File: config.mk
export PLATFORM = sky130hd
export DESIGN_NAME = mxm_top
export DESIGN_NICKNAME = d
export VERILOG_FILES = /design/src/rtl/mxm_pkg.sv /design/src/rtl/mxm_operand_ext.sv /design/src/rtl/mxm_core.sv /design/src/rtl/mxm_align.sv /design/src/rtl/mxm_top.sv
export SDC_FILE = /design/constraint.sdc
export NUM_CORES = 1
export LEC_CHECK = 0
export BUFFER_PORTS_ARGS = -buffer_cell sky130_fd_sc_hd__buf_2
export CAP_MARGIN = 15
export CORE_MARGIN = 4
export CORE_UTILIZATION = 35
export CTS_CLUSTER_DIAMETER = 40
export DETAILED_ROUTE_END_ITERATION = 8
export GPL_ROUTABILITY_DRIVEN = 0
export PLACE_DENSITY = 0.5
export SYNTH_ARGS = -nofsm -noshare
export SYNTH_HDL_FRONTEND = slang
export SYNTH_SLANG_ARGS = --single-unit
File: constraint.sdc
create_clock -name clk -period 14.3 [get_ports clk]
set_clock_uncertainty 0.15 [all_clocks]
set_input_delay 1.43 -clock clk [delete_from_list [all_inputs] [get_ports clk]]
set_output_delay 1.43 -clock clk [all_outputs]
set_load 0.1 [all_outputs]
File: src/rtl/mxm_pkg.sv
package mxm_pkg;

  // Per-operand signedness combination, first operand in the upper bit.
  typedef enum logic [1:0] {
    SGN_UU = 2'b00,
    SGN_US = 2'b01,
    SGN_SU = 2'b10,
    SGN_SS = 2'b11
  } sign_mode_e;

  // True when at least one operand is read as two's complement.
  function automatic logic mode_has_sign(sign_mode_e m);
    return (m != SGN_UU);
  endfunction

endpackage

File: src/rtl/mxm_operand_ext.sv
module mxm_operand_ext #(
  parameter int unsigned OPND_W = 16
) (
  input  logic [OPND_W-1:0]      opnd,
  input  logic                   is_signed,
  output logic signed [OPND_W:0] ext
);

  // One extra top bit: a copy of the operand's MSB when signed, zero otherwise.
  logic top_bit;

  always_comb begin
    top_bit = is_signed ? opnd[OPND_W-1] : 1'b0;
    ext     = $signed({top_bit, opnd});
  end

endmodule

File: src/rtl/mxm_core.sv
module mxm_core #(
  parameter int unsigned EXT_W = 17
) (
  input  logic signed [EXT_W-1:0]   x_in,
  input  logic signed [EXT_W-1:0]   y_in,
  output logic signed [2*EXT_W-1:0] prod
);

  localparam int unsigned PROD_W = 2 * EXT_W;

  logic signed [PROD_W-1:0] x_wide;
  logic signed [PROD_W-1:0] y_wide;

  // Widen explicitly so the array works on full-width signed values.
  always_comb begin
    x_wide = $signed({{EXT_W{x_in[EXT_W-1]}}, x_in});
    y_wide = $signed({{EXT_W{y_in[EXT_W-1]}}, y_in});
    prod   = x_wide * y_wide;
  end

endmodule

File: src/rtl/mxm_align.sv
module mxm_align #(
  parameter int unsigned PROD_W = 34,
  parameter int unsigned OUT_W  = 40
) (
  input  logic signed [PROD_W-1:0] prod,
  input  logic                     frac,
  input  logic                     fill_sign,
  output logic [OUT_W-1:0]         result
);

  localparam int unsigned SH_W  = PROD_W + 1;
  localparam int unsigned PAD_W = OUT_W - SH_W;

  logic [SH_W-1:0] shifted;
  logic            fill;

  always_comb begin
    // Fractional: move the binary point up one place. Integer: widen only.
    if (frac) begin
      shifted = {prod, 1'b0};
    end else begin
      shifted = {prod[PROD_W-1], prod};
    end
    fill   = fill_sign & shifted[SH_W-1];
    result = {{PAD_W{fill}}, shifted};
  end

endmodule

File: src/rtl/mxm_top.sv
module mxm_top #(
  parameter int unsigned OPND_W = 16,
  parameter int unsigned ACC_W  = 40
) (
  input  logic              clk,
  input  logic              rst,
  input  logic              in_valid,
  input  logic [OPND_W-1:0] a_data,
  input  logic [OPND_W-1:0] b_data,
  input  logic              a_signed,
  input  logic              b_signed,
  input  logic              frac_mode,
  output logic              out_valid,
  output logic [ACC_W-1:0]  out_prod
);
  import mxm_pkg::*;

  localparam int unsigned EXT_W  = OPND_W + 1;
  localparam int unsigned PROD_W = 2 * EXT_W;
  localparam int unsigned N_OPND = 2;

  logic [OPND_W-1:0]       opnd_raw [N_OPND];
  logic                    opnd_sgn [N_OPND];
  logic signed [EXT_W-1:0] opnd_ext [N_OPND];
  logic signed [PROD_W-1:0] raw_prod;
  logic [ACC_W-1:0]        aligned;
  sign_mode_e              smode;

  always_comb begin
    opnd_raw[0] = a_data;
    opnd_raw[1] = b_data;
    opnd_sgn[0] = a_signed;
    opnd_sgn[1] = b_signed;
    smode       = sign_mode_e'({a_signed, b_signed});
  end

  for (genvar gi = 0; gi < N_OPND; gi++) begin : g_ext
    mxm_operand_ext #(.OPND_W(OPND_W)) u_ext (
      .opnd      (opnd_raw[gi]),
      .is_signed (opnd_sgn[gi]),
      .ext       (opnd_ext[gi])
    );
  end

  mxm_core #(.EXT_W(EXT_W)) u_core (
    .x_in (opnd_ext[0]),
    .y_in (opnd_ext[1]),
    .prod (raw_prod)
  );

  mxm_align #(.PROD_W(PROD_W), .OUT_W(ACC_W)) u_align (
    .prod      (raw_prod),
    .frac      (frac_mode),
    .fill_sign (mode_has_sign(smode)),
    .result    (aligned)
  );

  // Output register: loads on a valid operand pair, holds otherwise.
  always_ff @(posedge clk) begin
    if (rst) begin
      out_valid <= 1'b0;
      out_prod  <= '0;
    end else begin
      out_valid <= in_valid;
      if (in_valid) begin
        out_prod <= aligned;
      end
    end
  end

  AST_VALID_FOLLOWS: assert property (@(posedge clk) disable iff (rst)
    (!$past(rst) && $past(in_valid)) |-> out_valid);
  AST_VALID_ONLY_AFTER_IN: assert property (@(posedge clk) disable iff (rst)
    out_valid |-> $past(in_valid));
  AST_HOLD_IDLE: assert property (@(posedge clk) disable iff (rst)
    (!$past(rst) && !$past(in_valid)) |-> $stable(out_prod));
  AST_UNSIGNED_TOP_CLEAR: assert property (@(posedge clk) disable iff (rst)
    (!$past(rst) && $past(in_valid) && !$past(a_signed) && !$past(b_signed))
      |-> (out_prod[ACC_W-1:PROD_W-1] == '0));
  AST_FRAC_LSB_CLEAR: assert property (@(posedge clk) disable iff (rst)
    (!$past(rst) && $past(in_valid) && $past(frac_mode)) |-> !out_prod[0]);
  AST_ZERO_OPERAND: assert property (@(posedge clk) disable iff (rst)
    (!$past(rst) && $past(in_valid) && (($past(a_data) == '0) || ($past(b_data) == '0)))
      |-> (out_prod == '0));
  AST_MINUS_ONE_SQUARED: assert property (@(posedge clk) disable iff (rst)
    (!$past(rst) && $past(in_valid) && $past(frac_mode) && $past(a_signed) && $past(b_signed)
      && ($past(a_data) == {1'b1, {(OPND_W-1){1'b0}}})
      && ($past(b_data) == {1'b1, {(OPND_W-1){1'b0}}}))
      |-> (!out_prod[ACC_W-1] && out_prod[2*OPND_W-1] && (out_prod[2*OPND_W-2:0] == '0)));

endmodule

==> metrics.md <==
| Metric | Value |
|---|---|
| Detailed Route WL | `around 33 mm` |
| Die height | `197 µm` |
| Mux share of post-synthesis cell area | `less than 1%` |
| H-tree depth | `2` |
| Post-Synth Simple-Gate Area | `between 10% and 20%` |
| Final hold viol count | `0` |
| IO Pins | `79` |
| Commonest non-fill, non-tap cell in the layout | `inv_1` |
| Setup Fix Bufs, Post-CTS | `0` |
| Commonest cells after routing, fill and taps aside | `312 x inv_1, 296 x fa_1, 175 x nand2_1` |
| WS Path Type | `in2reg` |
| Number of flops mapped to enable cells by yosys | `0` |
| Mapped Avg Cell Area | `9.05 µm²` |
| Gr ovfl total | `0` |
| Hold-fix buffers, CTS | `0` |
| Most numerous cell on the critical path | `fa_1` |
| Max Cap Viol | `0` |
| Sequential cell area | `741 µm²` |
| Vias/cell | `between 4 and 5` |
| Cell Chain, Critical Path | `buf_2 -> and2_1 -> nand2_1 -> inv_1 -> fa_1 -> fa_1 -> fa_1 -> fa_1 -> fa_1 -> fa_1 -> ha_1 -> a2111oi_0 -> nand2_1 -> o21ai_4 -> o21ai_2 -> a211oi_2 -> a22oi_1 -> o22ai_1` |
| Final nets | `approximately 1,800` |
| Worst EP required | `roughly 14 ns` |
| Worst setup SP type | `input pin` |
| Outcome | `complete, no violations` |
| Max-slew violation count | `0` |
| Antenna fix cells | `0` |
| Reg2reg setup slack | `approximately 13 ns` |
| # DRC | `0` |
| Seq/Total Area, Yosys | `~5.9%` |
| Largest family of logic cells by synthesized area | `adder cells` |
| Synth area leaders | `fa_1 47%, inv_1 9.4%, ha_1 8.5%` |
| Synthesized area | `12,500 µm²` |
| Critical path fanouts, max | `23` |
| CTS tree | `built` |
| Layout fillers | `around 3,600` |
| Post-synthesis adder-cell area fraction | `a little under three fifths` |
| Die Span X | `between 150 and 200 µm` |
| Post-Syn Instances | `1,383` |
| CP Buf/Inv Count | `2` |
| Ys Warns | `0` |
| Post-synthesis xor/xnor area fraction | `under 10%` |
| CP arrival | `7.94 ns` |
| Vias | `9,151` |
| Initial antenna violation count | `0` |
| Minimum clock period after layout | `around 7.9 ns` |
| FF-to-FF Start | `out_prod[32]` |
| Tot GR Track Use | `roughly 18%` |
| Worst-path clk slew | `around 0.06 ns` |
| Syn nets | `around 1,800` |
| First-pass GRT wire length | `approximately 55 mm` |
| Hold path startpoint | `out_prod[16]` |
| Min-Delay Endpoint | `out_prod[16]` |
| Post-synthesis compound-gate area fraction | `just under 8%` |
| Post_cts resized | `0` |
| Max Fclk | `~130 MHz` |
| Area grow syn2layout | `7.16%` |
| DPL Wire Length | `~26 mm` |
| Number of cell rows | `between 60 and 70` |
| Reg2Reg Depth | `2` |
| Yosys top cell area share | `47.4%` |
| Setup TNS | `0 ns` |
| Largest net degree at the start of global routing | `52` |
| Routed wire per std cell | `between 15 and 20 µm` |
| Core Box Area | `between 30,000 and 40,000 µm²` |
| Async SR Flop Fraction | `0%` |
| Layout cell share with drive strength beyond 1 | `7.88%` |
| Die Footprint | `approximately 39,000 µm²` |
| Initial DRC count | `between 300 and 400` |
| First-pass iteration count of the detailed router | `8` |
| Delay-heaviest family, CP | `adder cells` |
| Area leader, netlist | `fa_1` |
| #FFs+latches synth | `37` |
| Max Root-Sink Buffers | `2` |
| RSZ-0062 raised after global routing | `no` |
| Hold WC Path Type | `reg2reg` |
| Final setup vio count | `0` |
| Reg-to-Reg End | `out_prod[32]` |
| Slowest stage delay, CP | `0.83 ns` |
| CTS buffer count | `5` |
| Slew HR | `about two fifths` |
| Post-synth top flop | `dfxtp_1` |
| Vias in the first global route | `10,400` |
| Yosys cell types | `60` |
| Hold Crit Depth | `2` |
| Clock Latency Late Sink | `roughly 0.28 ns` |
| Routed Antenna Nets | `0` |
| Crit path capture type | `flop` |
| CP max-delay cell | `fa_1` |
| Tcrit/Tclk final | `55.1%` |
| Footprint of the multi-input gates | `10,300 µm²` |
| Initial cell density of the core | `a little over a third` |
| IO buf count | `78` |
| CTS root buf | `clkbuf_16` |
| Slew @ Worst Pin | `0.888 ns` |
| Clk sink count | `37` |
## layout make-up
type	instances	share of cell area, %
multi-input combinational	973	77.2
inverter	312	8.74
sequential	37	5.53
tap	455	4.25
timing repair buffer	79	2.97
clock buffer	6	1.04
clock inverter	2	0.280
## layer usage
| metal | up-vias | global-route usage, % | share of wire [%] |
|---|---|---|---|
| met1 | 4811 | 23.2 | 43 |
| met5 | - | 0 | 0 |
| met2 | 129 | 33.0 | 52 |
| met4 | 0 | 2.54 | 1.8 |
| li1 | 4182 | - | - |
| met3 | 29 | 1.81 | 2.6 |
## state kept, by name (all words and copies together) (netlist names)
signal and count:
out_prod 36, out_valid 1
## worst max-delay path by stage
stage                          start           end  slack, ns  cells past startpoint
after global placement    a_data[15]  out_prod[35]       6.14                     18
after floorplan            b_data[8]  out_prod[26]       6.85                     24
final                     a_data[15]  out_prod[33]       6.42                     18
after CTS                 a_data[15]  out_prod[35]       6.41                     18
after detailed placement  a_data[15]  out_prod[35]       6.13                     18
after global routing      a_data[15]  out_prod[26]       6.01                     24
## worst register-to-register path, cell delays in order, from the launching register on
cell       delay (ns)
dfxtp_1          0.34
nor2_1           0.06
a2111oi_2        0.34
## through the flow
step	util (%)	worst slack, ns	hold WS [ns]	instance area (µm²)	instances
6_report	38.4	6.42	0.327	13400	1864
5_1_grt	38.4	6.01	0.346	13400	1864
4_1_cts	38.4	6.41	0.329	13400	1864
3_5_place_dp	37.9	6.13	0.317	13200	1856
3_3_place_gp	37.9	6.14	0.320	13200	1856
2_1_floorplan	-	6.85	0.738	12500	1383
## Yosys cell counts (4+ instances only)
| library cell | n |
|---|---|
| a22oi_1 | 4 |
| a211oi_2 | 4 |
| nor3_1 | 7 |
| and2_1 | 128 |
| or2_2 | 5 |
| nand2_1 | 175 |
| o21a_1 | 5 |
| a211oi_1 | 23 |
| clkbuf_1 | 50 |
| buf_4 | 4 |
| mux2i_1 | 11 |
| o21ai_0 | 15 |
| xor2_1 | 13 |
| dfxtp_1 | 37 |
| nand3_1 | 10 |
| a311oi_1 | 4 |
| fa_1 | 296 |
| ha_1 | 85 |
| a21oi_1 | 35 |
| xnor2_1 | 22 |
| a21o_1 | 5 |
| and3_1 | 8 |
| buf_1 | 4 |
| nor2_1 | 68 |
| inv_1 | 312 |
## cell families after synthesis
family,after synthesis
and+or+nand+nor,413
adders and majority gates,381
buffers and inverters,373
AOI/OAI and AO/OA,132
DFF,37
xor gates and xnor gates,35
muxes,12
Power is not shown: default switching activity piles up to over one toggle a cycle in this logic, so the estimate is an artifact.
